==> src/rtl/rtc_pkg.sv <==
package rtc_pkg;

    localparam int NIB_W    = 4;
    localparam int LOW_REGS = 13;
    localparam int ALM_REGS = 7;

    typedef logic [NIB_W-1:0] nib_t;

    typedef enum logic [1:0] {
        BANK_TIME = 2'b00,
        BANK_CFG  = 2'b01,
        BANK_RAMA = 2'b10,
        BANK_RAMB = 2'b11
    } bank_e;

    localparam logic [3:0] A_CTRL  = 4'hD;
    localparam logic [3:0] A_TEST  = 4'hE;
    localparam logic [3:0] A_ACT   = 4'hF;
    localparam logic [3:0] A_H24   = 4'hA;
    localparam logic [3:0] A_LEAP  = 4'hB;
    localparam logic [3:0] A_ALM_LO = 4'h2;
    localparam logic [3:0] A_ALM_HI = 4'h8;

    // time digit positions; the carry chain depends on them
    localparam int D_S1  = 0;
    localparam int D_S10 = 1;
    localparam int D_M1  = 2;
    localparam int D_M10 = 3;
    localparam int D_H1  = 4;
    localparam int D_H10 = 5;
    localparam int D_DOW = 6;
    localparam int D_D1  = 7;
    localparam int D_D10 = 8;
    localparam int D_MO1 = 9;
    localparam int D_MO10 = 10;
    localparam int D_Y1  = 11;
    localparam int D_Y10 = 12;

    function automatic logic [7:0] bcd_to_bin(input nib_t tens, input nib_t ones);
        return ({4'd0, tens} * 8'd10) + {4'd0, ones};
    endfunction

    function automatic logic [7:0] bin_to_bcd(input logic [7:0] v);
        logic [7:0] t;
        logic [7:0] o;
        t = v / 8'd10;
        o = v % 8'd10;
        return {t[3:0], o[3:0]};
    endfunction

    function automatic logic [7:0] month_days(input logic [7:0] mon, input logic [1:0] leap);
        logic [7:0] r;
        case (mon)
            8'd2:                      r = (leap == 2'd0) ? 8'd29 : 8'd28;
            8'd4, 8'd6, 8'd9, 8'd11:   r = 8'd30;
            default:                   r = 8'd31;
        endcase
        return r;
    endfunction

endpackage

==> src/rtl/rtc_prescaler.sv <==
module rtc_prescaler #(
    parameter int DIV_STEPS = 16
) (
    input  logic clk,
    input  logic rst_n,
    input  logic tick,
    input  logic run,
    input  logic clr,
    output logic sec_step
);
    localparam int CW = (DIV_STEPS > 1) ? $clog2(DIV_STEPS) : 1;
    localparam logic [CW-1:0] LAST = CW'(DIV_STEPS - 1);

    typedef struct packed {
        logic [CW-1:0] cnt;
    } pre_t;

    pre_t q, d;

    always_comb begin
        d        = q;
        sec_step = 1'b0;
        if (clr) begin
            d.cnt = '0;
        end else if (tick && run) begin
            if (q.cnt == LAST) begin
                d.cnt    = '0;
                sec_step = 1'b1;
            end else begin
                d.cnt = q.cnt + 1'b1;
            end
        end
    end

    always_ff @(posedge clk or negedge rst_n) begin
        if (!rst_n) q <= '0;
        else        q <= d;
    end
endmodule

==> src/rtl/rtc_time_core.sv <==
module rtc_time_core
    import rtc_pkg::*;
(
    input  logic                       clk,
    input  logic                       rst_n,
    input  logic                       step,
    input  logic                       mode24,
    input  logic                       wr_en,
    input  logic [3:0]                 wr_idx,
    input  nib_t                       wr_nib,
    input  logic                       leap_we,
    input  logic [1:0]                 leap_nib,
    output logic [LOW_REGS-1:0][3:0]   digits,
    output logic [1:0]                 leap
);
    typedef struct packed {
        logic [LOW_REGS-1:0][3:0] dig;
        logic [1:0]               leap;
    } tc_t;

    tc_t q, d;

    logic [7:0] sec_b, min_b, hr24_b, hr12_b, day_b, mon_b, yr_b, dim_b, hr_n, hb;
    logic       c_min, c_hr, c_day, c_mon, c_yr, pm_n;

    always_comb begin
        d      = q;
        sec_b  = bcd_to_bin(q.dig[D_S10], q.dig[D_S1]);
        min_b  = bcd_to_bin(q.dig[D_M10], q.dig[D_M1]);
        hr24_b = bcd_to_bin(q.dig[D_H10], q.dig[D_H1]);
        hr12_b = bcd_to_bin({3'b000, q.dig[D_H10][0]}, q.dig[D_H1]);
        day_b  = bcd_to_bin(q.dig[D_D10], q.dig[D_D1]);
        mon_b  = bcd_to_bin(q.dig[D_MO10], q.dig[D_MO1]);
        yr_b   = bcd_to_bin(q.dig[D_Y10], q.dig[D_Y1]);
        dim_b  = month_days(mon_b, q.leap);
        c_min  = 1'b0;
        c_hr   = 1'b0;
        c_day  = 1'b0;
        c_mon  = 1'b0;
        c_yr   = 1'b0;
        hr_n   = '0;
        hb     = '0;
        pm_n   = q.dig[D_H10][1];

        if (step) begin
            c_min = (sec_b >= 8'd59);
            {d.dig[D_S10], d.dig[D_S1]} = bin_to_bcd(c_min ? 8'd0 : sec_b + 8'd1);
        end
        if (c_min) begin
            c_hr = (min_b >= 8'd59);
            {d.dig[D_M10], d.dig[D_M1]} = bin_to_bcd(c_hr ? 8'd0 : min_b + 8'd1);
        end
        if (c_hr) begin
            if (mode24) begin
                c_day = (hr24_b >= 8'd23);
                {d.dig[D_H10], d.dig[D_H1]} = bin_to_bcd(c_day ? 8'd0 : hr24_b + 8'd1);
            end else begin
                if (hr12_b == 8'd11) begin
                    hr_n  = 8'd12;
                    pm_n  = ~q.dig[D_H10][1];
                    c_day = q.dig[D_H10][1];
                end else if (hr12_b >= 8'd12) begin
                    hr_n = 8'd1;
                end else begin
                    hr_n = hr12_b + 8'd1;
                end
                hb = bin_to_bcd(hr_n);
                d.dig[D_H10] = {2'b00, pm_n, |hb[7:4]};
                d.dig[D_H1]  = hb[3:0];
            end
        end
        if (c_day) begin
            d.dig[D_DOW] = (q.dig[D_DOW] >= 4'd6) ? 4'd0 : q.dig[D_DOW] + 4'd1;
            c_mon = (day_b >= dim_b);
            {d.dig[D_D10], d.dig[D_D1]} = bin_to_bcd(c_mon ? 8'd1 : day_b + 8'd1);
        end
        if (c_mon) begin
            c_yr = (mon_b >= 8'd12);
            {d.dig[D_MO10], d.dig[D_MO1]} = bin_to_bcd(c_yr ? 8'd1 : mon_b + 8'd1);
        end
        if (c_yr) begin
            {d.dig[D_Y10], d.dig[D_Y1]} = bin_to_bcd((yr_b >= 8'd99) ? 8'd0 : yr_b + 8'd1);
            d.leap = q.leap + 2'd1;
        end

        if (wr_en) d.dig[wr_idx] = wr_nib;
        if (leap_we) d.leap = leap_nib;
    end

    always_ff @(posedge clk or negedge rst_n) begin
        if (!rst_n) begin
            q             <= '0;
            q.dig[D_D1]   <= 4'd1;
            q.dig[D_MO1]  <= 4'd1;
        end else begin
            q <= d;
        end
    end

    assign digits = q.dig;
    assign leap   = q.leap;
endmodule

==> src/rtl/rtc_nibble_ram.sv <==
module rtc_nibble_ram #(
    parameter int DEPTH = 13
) (
    input  logic       clk,
    input  logic       rst_n,
    input  logic       we,
    input  logic [3:0] addr,
    input  logic [3:0] wdata,
    output logic [3:0] rdata
);
    typedef struct packed {
        logic [DEPTH-1:0][3:0] mem;
    } ram_t;

    ram_t q, d;

    always_comb begin
        d = q;
        if (we && (32'(addr) < DEPTH)) d.mem[addr] = wdata;
        rdata = (32'(addr) < DEPTH) ? q.mem[addr] : 4'd0;
    end

    always_ff @(posedge clk or negedge rst_n) begin
        if (!rst_n) q <= '0;
        else        q <= d;
    end
endmodule

==> src/rtl/banked_rtc.sv <==
module banked_rtc
    import rtc_pkg::*;
#(
    parameter int DIV_STEPS = 16
) (
    input  logic       clk,
    input  logic       rst_n,
    input  logic       osc_tick,
    input  logic [3:0] bus_addr,
    input  logic [3:0] bus_wdata,
    input  logic       bus_we,
    output logic [3:0] bus_rdata,
    output logic       alarm_hit,
    output logic       pulse_16hz,
    output logic       pulse_1hz
);
    localparam int RAM_BLOCKS = 2;

    typedef struct packed {
        nib_t                     ctrl;
        nib_t                     test;
        logic [1:0]               mute;   // [1] seconds pulse, [0] oscillator pulse
        logic                     h24;
        logic [ALM_REGS-1:0][3:0] alarm;
        logic                     p16;
        logic                     p1;
    } ctl_t;

    ctl_t q, d;

    logic                     low_addr;
    bank_e                    bank;
    logic [2:0]               aidx;
    logic                     in_alm;
    logic                     time_we, leap_we, div_clr, sec_step;
    logic [RAM_BLOCKS-1:0]    ram_we;
    logic [3:0]               ram_rd [RAM_BLOCKS];
    logic [LOW_REGS-1:0][3:0] time_dig;
    logic [1:0]               leap;
    logic [3:0]               mode_cur;
    logic [1:0]               mute_cur;
    logic [ALM_REGS-1:0][3:0] alarm_cur;

    assign low_addr  = (32'(bus_addr) < LOW_REGS);
    assign bank      = bank_e'(q.ctrl[1:0]);
    assign aidx      = 3'(bus_addr - A_ALM_LO);
    assign in_alm    = (bus_addr >= A_ALM_LO) && (bus_addr <= A_ALM_HI);
    assign mode_cur  = q.ctrl;
    assign mute_cur  = q.mute;
    assign alarm_cur = q.alarm;

    rtc_prescaler #(.DIV_STEPS(DIV_STEPS)) u_pre (
        .clk      (clk),
        .rst_n    (rst_n),
        .tick     (osc_tick),
        .run      (q.ctrl[3]),
        .clr      (div_clr),
        .sec_step (sec_step)
    );

    rtc_time_core u_time (
        .clk      (clk),
        .rst_n    (rst_n),
        .step     (sec_step),
        .mode24   (q.h24),
        .wr_en    (time_we),
        .wr_idx   (bus_addr),
        .wr_nib   (bus_wdata),
        .leap_we  (leap_we),
        .leap_nib (bus_wdata[1:0]),
        .digits   (time_dig),
        .leap     (leap)
    );

    for (genvar b = 0; b < RAM_BLOCKS; b++) begin : g_ram
        rtc_nibble_ram #(.DEPTH(LOW_REGS)) u_ram (
            .clk   (clk),
            .rst_n (rst_n),
            .we    (ram_we[b]),
            .addr  (bus_addr),
            .wdata (bus_wdata),
            .rdata (ram_rd[b])
        );
    end

    // write decode and register next state
    always_comb begin
        d       = q;
        time_we = 1'b0;
        leap_we = 1'b0;
        div_clr = 1'b0;
        ram_we  = '0;
        if (bus_we) begin
            if (low_addr) begin
                case (bank)
                    BANK_TIME: time_we = 1'b1;
                    BANK_CFG: begin
                        if (in_alm)                d.alarm[aidx] = bus_wdata;
                        else if (bus_addr == A_H24)  d.h24 = bus_wdata[0];
                        else if (bus_addr == A_LEAP) leap_we = 1'b1;
                    end
                    BANK_RAMA: ram_we[0] = 1'b1;
                    BANK_RAMB: ram_we[1] = 1'b1;
                    default: ;
                endcase
            end else begin
                case (bus_addr)
                    A_CTRL: d.ctrl = bus_wdata;
                    A_TEST: d.test = bus_wdata;
                    A_ACT: begin
                        d.mute  = bus_wdata[3:2];
                        div_clr = bus_wdata[1];
                        if (bus_wdata[0]) d.alarm = '0;
                    end
                    default: ;
                endcase
            end
        end
        d.p16 = osc_tick & ~q.mute[0];
        d.p1  = sec_step & ~q.mute[1];
    end

    // read mux
    always_comb begin
        bus_rdata = 4'd0;
        if (low_addr) begin
            case (bank)
                BANK_TIME: bus_rdata = time_dig[bus_addr];
                BANK_CFG: begin
                    if (in_alm)                bus_rdata = q.alarm[aidx];
                    else if (bus_addr == A_H24)  bus_rdata = {3'b000, q.h24};
                    else if (bus_addr == A_LEAP) bus_rdata = {2'b00, leap};
                end
                BANK_RAMA: bus_rdata = ram_rd[0];
                BANK_RAMB: bus_rdata = ram_rd[1];
                default: ;
            endcase
        end else begin
            case (bus_addr)
                A_CTRL:  bus_rdata = q.ctrl;
                A_TEST:  bus_rdata = q.test;
                A_ACT:   bus_rdata = {q.mute, 2'b00};
                default: bus_rdata = 4'd0;
            endcase
        end
    end

    always_ff @(posedge clk or negedge rst_n) begin
        if (!rst_n) begin
            q     <= '0;
            q.h24 <= 1'b1;
        end else begin
            q <= d;
        end
    end

    assign alarm_hit  = q.ctrl[2]
                      && (time_dig[D_S1] == 4'd0) && (time_dig[D_S10] == 4'd0)
                      && (q.alarm == time_dig[A_ALM_HI:A_ALM_LO]);
    assign pulse_16hz = q.p16;
    assign pulse_1hz  = q.p1;
endmodule

==> config.mk <==
export PLATFORM = sky130hd
export DESIGN_NAME = banked_rtc
export DESIGN_NICKNAME = d
export VERILOG_FILES = /design/src/rtl/rtc_pkg.sv /design/src/rtl/rtc_prescaler.sv /design/src/rtl/rtc_time_core.sv /design/src/rtl/rtc_nibble_ram.sv /design/src/rtl/banked_rtc.sv
export SDC_FILE = /design/constraint.sdc
export NUM_CORES = 1
export LEC_CHECK = 0
export ABC_CLOCK_PERIOD_IN_PS = 6000
export BUFFER_PORTS_ARGS = -buffer_cell sky130_fd_sc_hd__buf_4
export CORE_MARGIN = 2
export CORE_UTILIZATION = 35
export CTS_CLUSTER_SIZE = 20
export DETAILED_ROUTE_END_ITERATION = 8
export GPL_ROUTABILITY_DRIVEN = 0
export SYNTH_ARGS = -nofsm -noshare
export SYNTH_HDL_FRONTEND = slang
export SYNTH_SLANG_ARGS = --single-unit
==> constraint.sdc <==
create_clock -name clk -period 6 [get_ports clk]
set_clock_uncertainty 0.2 [all_clocks]
set_input_delay 0.6 -clock clk [delete_from_list [all_inputs] [get_ports clk]]
set_output_delay 0.6 -clock clk [all_outputs]
set_load 0.1 [all_outputs]
Word level (Yosys, flattened, before mapping)
Index checks and enable logic that the tools add are counted.

cells by class
  mux-type cells = 80
  $mul = 7
  bitwise operators = 7
  equal/unequal tests = 18
  divide/modulo/power cells = 14
  order comparisons = 15
  add/subtract/negate cells = 18
  reduce and logical (&&, ||, !) cells = 24

operators with widths
  kind                   count
  $bwmux W52             3
  $mux W28               5
  $mux W8                16
  $add A8 B1 Y8 const B  7
  $div A8 B4 Y8 const B  7
  $mod A8 B4 Y8 const B  7
  $mux W52               1
  $add A8 B4 Y8          6
  $bmux W4 S4            3
  $mux W4                12
  $mul A4 B3 Y7 const B  6
  $bwmux W28             1
  $eq A28 B28 Y1         1
  $mux W1                26
  $eq A4 B4 Y1 const B   6
  $eq A8 B4 Y1 const B   3
  $demux W4 S4           1
  $eq A8 B3 Y1 const B   2
  $ge A8 B4 Y1 const B   2
  $ge A8 B6 Y1 const B   2
  $pmux W4 S4            1
  $pmux W8 S2            1
  $bmux W4 S3            1
  $demux W4 S3           1
  32 further kinds       62

word-level totals
  output and inout bits = 7
  bits in registers = 203
  logic and storage cells = 237

Longest topological paths before layout
Gate-level depths: netlist (run 1).

  depth in word-level cells = 14
  gate-level depth with buffers = 22
  mapped depth without buffers = 22

Cells and area by module
From an unflattened synthesis (run 1), not the netlist that was laid out.

second synthesis, totals
  cell total of the unflattened synthesis = 1,625
  area, all modules = 15,537.4 um^2

by module, submodules not included
  module          cells each  sequential area each (um^2)  times used  area an instance (um^2)
  rtc_time_core   910         1,353.8                      1           7,139.3
  rtc_nibble_ram  192         1,301.2                      2           2,531.2
  banked_rtc      308         1,027.2                      1           3,125.5
  rtc_prescaler   23          100.1                        1           210.2

Worst setup path after synthesis (run 1)
OpenSTA, ideal clock, no wires.

  path kind = flip-flop to flip-flop
  start point = register u_time.q, in the netlist u_time.digits[41]
  end point = register u_time.q, in the netlist u_time.digits[31]
  setup slack = 0.857 ns
  period minus slack after synthesis = 5.143 ns
  arrival time = 4.780 ns
  stages on the path, launching flop included = 23
  data required time = 5.637 ns
  cell sequence = dfrtp_1 > ha_1 > ha_1 > fa_1 > xor2_1 > or3_1 > nand2_1 > a31oi_1 > a211oi_1 > o21ai_1 > inv_1 > a22oi_1 > ha_1 > nand2b_1 > a21oi_1 > and4b_1 > a21oi_1 > o211ai_1 > ha_1 > nand3b_1 > xor2_1 > mux2i_1 > o21ai_0

RTL lines
  item         line                 text
  from (decl)  rtc_time_core.sv:21  tc_t q, d;

==> flow_metrics.tcl, run 1 <==
set metrics [dict create \
    min_path_type "in -> reg" \
    grt_pass1_vias 12300 \
    core_area_um2 41800 \
    worstHoldStart "osc_tick" \
    crit_family "compound AO/OA/AOI/OAI gates" \
    antenna_found_initial 3 \
    synth_top_cell_by_area "dfrtp_1" \
    grt_start_max_net_pins 190 \
    r2r_slack_ns 0.53 \
    dp_hpwl_mm 28.9 \
    yosys_most_used_dff "dfrtp_1" \
    clockPowerShare_pct 19.0 \
    pwr-share-comb_pct 58.0 \
    wire_per_inst_um 19.1 \
    vias_per_cell 5.79 \
    rsz0062_at_grt "false" \
    timing.final.crit_share_pct 91.1 \
    firstDrtPassIters 5 \
    finalPower_uw 7970 \
    crit_path_max_fanout 17 \
    cts_sinks 203 \
    ys_ff_latch 203 \
    synth_seq_area_share_pct 34.6 \
    io_pins 19 \
    cp_common_cell "a21oi_1" \
    antenna_left 0 \
    timing.final.max_slew_violations 0 \
    clk_path_buf_depth 3 \
    worst_slew_pin_slew_ns 1.19 \
    post_cts_buffers 0 \
    row_count 75 \
    root_buffer "clkbuf_16" \
    drt_iter0_drc 1165 \
    relSlewSlack_pct 20.5 \
    path_clk_slew_ns 0.06 \
    clk_latency_ns 0.52 \
    worstSetupPathType "reg -> reg" \
    crit_path_end_kind "register" \
    cts_tree "done" \
    p_switching_uw 3670 \
    initial_core_util_pct 35.2 \
    syn_nets 1732 \
    seq_power_share_pct 23.1 \
    yosysUniqueCellTypes 96 \
    grt_usage_pct 19.0 \
    ys_warn_count 0 \
    die_w_um 209 \
    vias 12500 \
    synthCells 1635 \
    swShare_pct 46.0 \
    cp.arrival_ns 5.71 \
    fmax_mhz 183 \
    syn2layout_area_growth_pct 9.44 \
    synth_top_area_share_pct 34.0 \
    final_nets 1706 \
    yosys-top-cells-area "dfrtp_1, nand2_1, ha_1" \
    p_int_uw 4310 \
    cpPeakStageDelay_ns 0.50 \
    synthArstFlopShare_pct 100 \
    grt_pass1_wl_mm 67.5 \
    crit_buf_inv 2 \
    pre_cts_slack_ns 0.560 \
    overflow 0 \
    final_common_cell "nand2_1" \
    outcome "finished, final reports clean" \
    fin_tns_setup_ns 0 \
    setup_ws_ns 0.532 \
    path_cells "ha_1 > ha_1 > fa_1 > xor2_1 > or3_1 > nand2_1 > a31oi_1 > a211oi_1 > o21ai_1 > inv_1 > a22oi_1 > ha_1 > nand2b_1 > a21oi_1 > and4b_1 > a21oi_1 > buf_4 > nor3_4 > nand2_4 > a2111oi_0 > a21oi_1 > a21oi_1" \
    setup_violations 0 \
    drt_wl_total_mm 41.4 \
    finish.utilization_pct 38.5 \
    fp.dieH_um 209 \
    maxCapViolations 0 \
    critical_path_required_ns 6.25 \
    htree_levels 1 \
    hold_path_end "pulse_16hz" \
    powerDensity_nw_per_um2 495 \
    avgSynthCellArea_um2 9.00 \
    die-area_um2 43700 \
    worstHoldPathCells 2 \
    synth_edf_count 0 \
    diodes 0 \
    fin_crit_ns 5.47 \
    syn-cell-area_um2 14700 \
    final_cell_mix "nand2_1, dfrtp_1, o21ai_0" \
    drive_gt1_share_pct 11.4 \
    cp_slowest_cell "a2111oi_0" \
    fillers 4120 \
    vdd_drop_max_mv 0.241 \
    cts_made_buffers 24 \
    hold_viol_final 0 \
    drc 0 \
    leakagePower_uw 0.00691 \
    timing.rr.end "u_time.digits[51]" \
    rr_startpoint "u_time.digits[43]" \
    port_buffers 18 \
    cp-start-kind "register" \
    reg2reg_depth 22 \
]
-- flip-flops by register name (all words and copies together) (netlist names) --
register and flops:
q 5, g_ram.u_ram.q 104, u_time.leap 2, u_pre.q 4, alarm_cur 28, pulse_1hz 1, pulse_16hz 1, u_time.digits 52
mode_cur 4, mute_cur 2
-- Yosys cell counts (7+ instances only) --
library cell / count
inv_1: 29
a22oi_1: 15
nor3b_1: 8
ha_1: 73
a21oi_1: 97
mux4_2: 40
nor2_1: 100
or2_2: 7
o211ai_1: 13
clkbuf_1: 55
and3_1: 13
mux2_2: 42
dfrtp_1: 200
or3_1: 8
nor2b_1: 11
xor2_1: 55
nand2b_1: 18
a31oi_1: 10
o21ai_1: 15
mux2i_1: 31
o31ai_1: 9
and2_1: 8
buf_1: 8
buf_2: 16
xnor2_1: 25
o21ai_0: 180
a211oi_1: 9
a21o_1: 15
nand2_1: 269
fa_1: 12
nand4_1: 12
a221oi_1: 13
o22ai_1: 7
nor3_1: 27
nand3_1: 51
nor4_1: 16
-- worst max-delay path by stage --
| stage | depth (start not counted) | startpoint | endpoint |
|---|---|---|---|
| after floorplan | 22 | u_time.digits[41] | u_time.digits[31] |
| after global placement | 22 | u_time.digits[41] | u_time.digits[51] |
| after detailed placement | 22 | u_time.digits[43] | u_time.digits[51] |
| after CTS | 22 | u_time.digits[43] | u_time.digits[51] |
| after global routing | 22 | u_time.digits[41] | u_time.digits[51] |
| final | 22 | u_time.digits[43] | u_time.digits[51] |
-- layout make-up --
| type | count | area (um2) | area share [%] |
|---|---|---|---|
| Tap cell | 539 | 674 | 4.19 |
| Multi-Input combinational cell | 1317 | 9150 | 56.8 |
| Inverter | 31 | 116 | 0.723 |
| Sequential cell | 203 | 5080 | 31.6 |
| Clock buffer | 37 | 731 | 4.54 |
| Timing Repair Buffer | 32 | 262 | 1.62 |
| Clock inverter | 7 | 85.1 | 0.529 |
-- cell families after synthesis --
group / Yosys count / synth area share [%]
AOI/OAI and AO/OA: 461 / 19.5
xor gates and xnor gates: 86 / 5.55
adders and majority gates: 85 / 7.84
buffers and inverters: 115 / 3.26
DFF: 203 / 34.6
muxes: 114 / 11.5
and+or+nand+nor: 571 / 17.8
-- layer usage --
| metal | vias up | wire length, um | GRT usage [%] |
|---|---|---|---|
| met5 | - | 24 | 0 |
| met2 | 378 | 19300 | 30.9 |
| met3 | 90 | 2630 | 2.58 |
| li1 | 5927 | - | - |
| met4 | 4 | 1250 | 6.13 |
| met1 | 6136 | 18200 | 26.1 |
-- power by group through the flow --
stage | combinational (uW) | clock, uW | sequential, uW
2_1_floorplan | 3700 | 0 | 1740
3_3_place_gp | 4470 | 0 | 1850
3_5_place_dp | 4550 | 0 | 1860
4_1_cts | 4580 | 1530 | 1830
5_1_grt | 5180 | 1590 | 1870
6_report | 4620 | 1510 | 1840
-- stage by stage --
| step | area (um2) | hold WS, ns | std cells |
|---|---|---|---|
| final | 16100 | 0.147 | 2166 |
| after global routing | 16100 | 0.166 | 2166 |
| after CTS | 16100 | 0.145 | 2166 |
| after detailed placement | 15300 | 0.254 | 2121 |
| after global placement | 15300 | 0.246 | 2121 |
| after floorplan | 14700 | 0.104 | 1635 |
-- worst reg2reg max path: cells and delay by family, from the launching register on --
| family | cells | cell delay [ns] |
|---|---|---|
| buffers and inverters | 2 | 0.29 |
| DFF | 1 | 0.46 |
| adders and majority gates | 4 | 1.25 |
| xor gates and xnor gates | 1 | 0.19 |
| and+or+nand+nor | 6 | 1.30 |
| AOI/OAI and AO/OA | 9 | 1.70 |
-- timing repair --
item	in CTS	in global routing
hold endpoints to repair	14	0
hold buffers	1	0
resized for setup	0	0
No activity file was read; power rests on OpenSTA's default activity.
==> inputs of run 2 (changes only) <==
ABC_CLOCK_PERIOD_IN_PS = 6400   (was 6000)
CTS_CLUSTER_DIAMETER = 150   (was unset)
clock period = 6.4 ns   (was 6 ns; I/O delays follow)
==> flow_metrics.tcl, run 2 (synthesized netlist as in run 1, its figures left out) <==
set metrics [dict create \
    maxCapViolations 0 \
    rsz0062_at_grt "false" \
    overflow 0 \
    largest_reg_flops 104 \
    final_cell_mix "nand2_1, dfrtp_1, o21ai_0" \
    r2r_slack_ns 0.99 \
    cp_slowest_cell "dfrtp_1" \
    htree_levels 1 \
    place_area_um2 15300 \
    vias 12200 \
    vias_per_cell 5.70 \
    cts_sinks 203 \
    drive_gt1_share_pct 10.1 \
    relSlewSlack_pct 17.0 \
    dp_hpwl_mm 29.1 \
    hold_path_end "pulse_16hz" \
    worst_slew_pin_slew_ns 1.24 \
    syn2layout_area_growth_pct 6.63 \
    post_cts_buffers 0 \
    die-area_um2 43700 \
    crit_path_max_fanout 7 \
    cts_tree "done" \
    setup_violations 0 \
    row_count 75 \
    worstSetupPathType "reg -> reg" \
    port_buffers 18 \
    grt_start_max_net_pins 76 \
    top_register "g_ram.u_ram.q" \
    final_area_um2 15700 \
    antenna_found_initial 3 \
    path_cells "ha_1 > ha_1 > fa_1 > xor2_1 > or3_1 > nand2_1 > a31oi_1 > a211oi_1 > o21ai_1 > inv_1 > a22oi_1 > ha_1 > nand2b_1 > a21oi_1 > and4b_1 > a21oi_1 > buf_4 > nand2_1 > ha_1 > nand3b_1 > xor2_1 > mux2i_1 > o21ai_0" \
    fin_tns_setup_ns 0 \
    core_area_um2 41800 \
    diodes 0 \
    rr_startpoint "u_time.digits[41]" \
    crit_start "u_time.digits[41]" \
    cp.arrival_ns 5.58 \
    worstHoldStart "osc_tick" \
    powerDensity_nw_per_um2 442 \
    outcome "finished, final reports clean" \
    firstDrtPassIters 6 \
    grt_pass1_wl_mm 65.5 \
    vdd_drop_max_mv 0.220 \
    antenna_left 0 \
    leakagePower_uw 0.00669 \
    cpPeakStageDelay_ns 0.46 \
    io_pins 19 \
    timing.final.max_slew_violations 0 \
    timing.final.crit_share_pct 84.6 \
    reg2reg_depth 23 \
    final_nets 1695 \
    cts_made_buffers 14 \
    clk_latency_ns 0.50 \
    initial_core_util_pct 35.2 \
    grt_usage_pct 18.5 \
    hold_viol_final 0 \
    die_w_um 209 \
    fmax_mhz 185 \
    path_clk_slew_ns 0.09 \
    drt_iter0_drc 1083 \
    drt_wl_total_mm 40.3 \
    timing.rr.end "u_time.digits[31]" \
    drc 0 \
    wire_per_inst_um 18.8 \
    root_buffer "clkbuf_16" \
    fp.dieH_um 209 \
    cp_common_cell "ha_1" \
    critical_path_required_ns 6.57 \
    grt_pass1_vias 11900 \
    final_common_cell "nand2_1" \
    cp-start-kind "register" \
    fin_crit_ns 5.41 \
    clk_path_buf_depth 3 \
    crit_family "adder cells" \
    crit_buf_inv 2 \
    min_path_type "in -> reg" \
    worstHoldPathCells 2 \
    crit_path_end_kind "register" \
]
==> run 2: what timing repair did <==
action,in CTS,in global routing
hold buffers,1,0
hold endpoints to repair,65,0
endpoints found under the setup margin,0,0
resized for setup,0,0
==> run 2: metal layers <==
metal | wire, um | global-route usage, %
met1 | 18400 | 25.9
met2 | 18900 | 30.4
met3 | 1950 | 2.30
met4 | 1020 | 4.53
met5 | 26 | 0
==> run 2: worst reg2reg max path: cells and delay by family (launching register included) <==
kind,cells,cell delay [ns]
buffers and inverters,2,0.33
AO/OA/AOI/OAI,7,1.37
adder cells (fa/ha/maj),5,1.43
AND/OR/NAND/NOR,6,1.03
flip-flops,1,0.46
XOR/XNOR,2,0.36
multiplexers,1,0.12
==> run 2: metrics by stage <==
stage | hold slack, ns | std cells | util, % | setup WS (ns) | power (uW)
final | 0.218 | 2145 | 37.6 | 0.985 | 6930
after global routing | 0.253 | 2145 | 37.6 | 0.626 | 7530
after CTS | 0.215 | 2145 | 37.6 | 0.978 | 6930
after detailed placement | 0.245 | 2120 | 36.5 | 0.990 | 6010
after global placement | 0.243 | 2120 | 36.5 | 1.12 | 5910
after floorplan | 0.144 | 1635 | - | 1.19 | 5100
==> run 2: area by class of cell <==
type	count	area, um2
Clock buffer	22	380
Clock inverter	2	36.3
Fill cell	4171	26100
Inverter	31	116
Multi-Input combinational cell	1317	9150
Sequential cell	203	5080
Tap cell	539	674
Timing Repair Buffer	31	241
==> run 2: power by group <==
part | switching (uW) | internal (uW) | total (uW)
clock network | 470 | 425 | 895
logic | 2600 | 1720 | 4320
registers | 262 | 1460 | 1720
total | 3330 | 3600 | 6930
==> run 2: how the worst max path moves through the flow <==
stage / slack [ns] / to / cells past startpoint
final: 0.99 / u_time.digits[31] / 23
after detailed placement: 0.99 / u_time.digits[31] / 23
after floorplan: 1.19 / bus_rdata[1] / 12
after CTS: 0.98 / u_time.digits[31] / 23
after global routing: 0.63 / u_time.digits[31] / 23
after global placement: 1.12 / u_time.digits[31] / 23
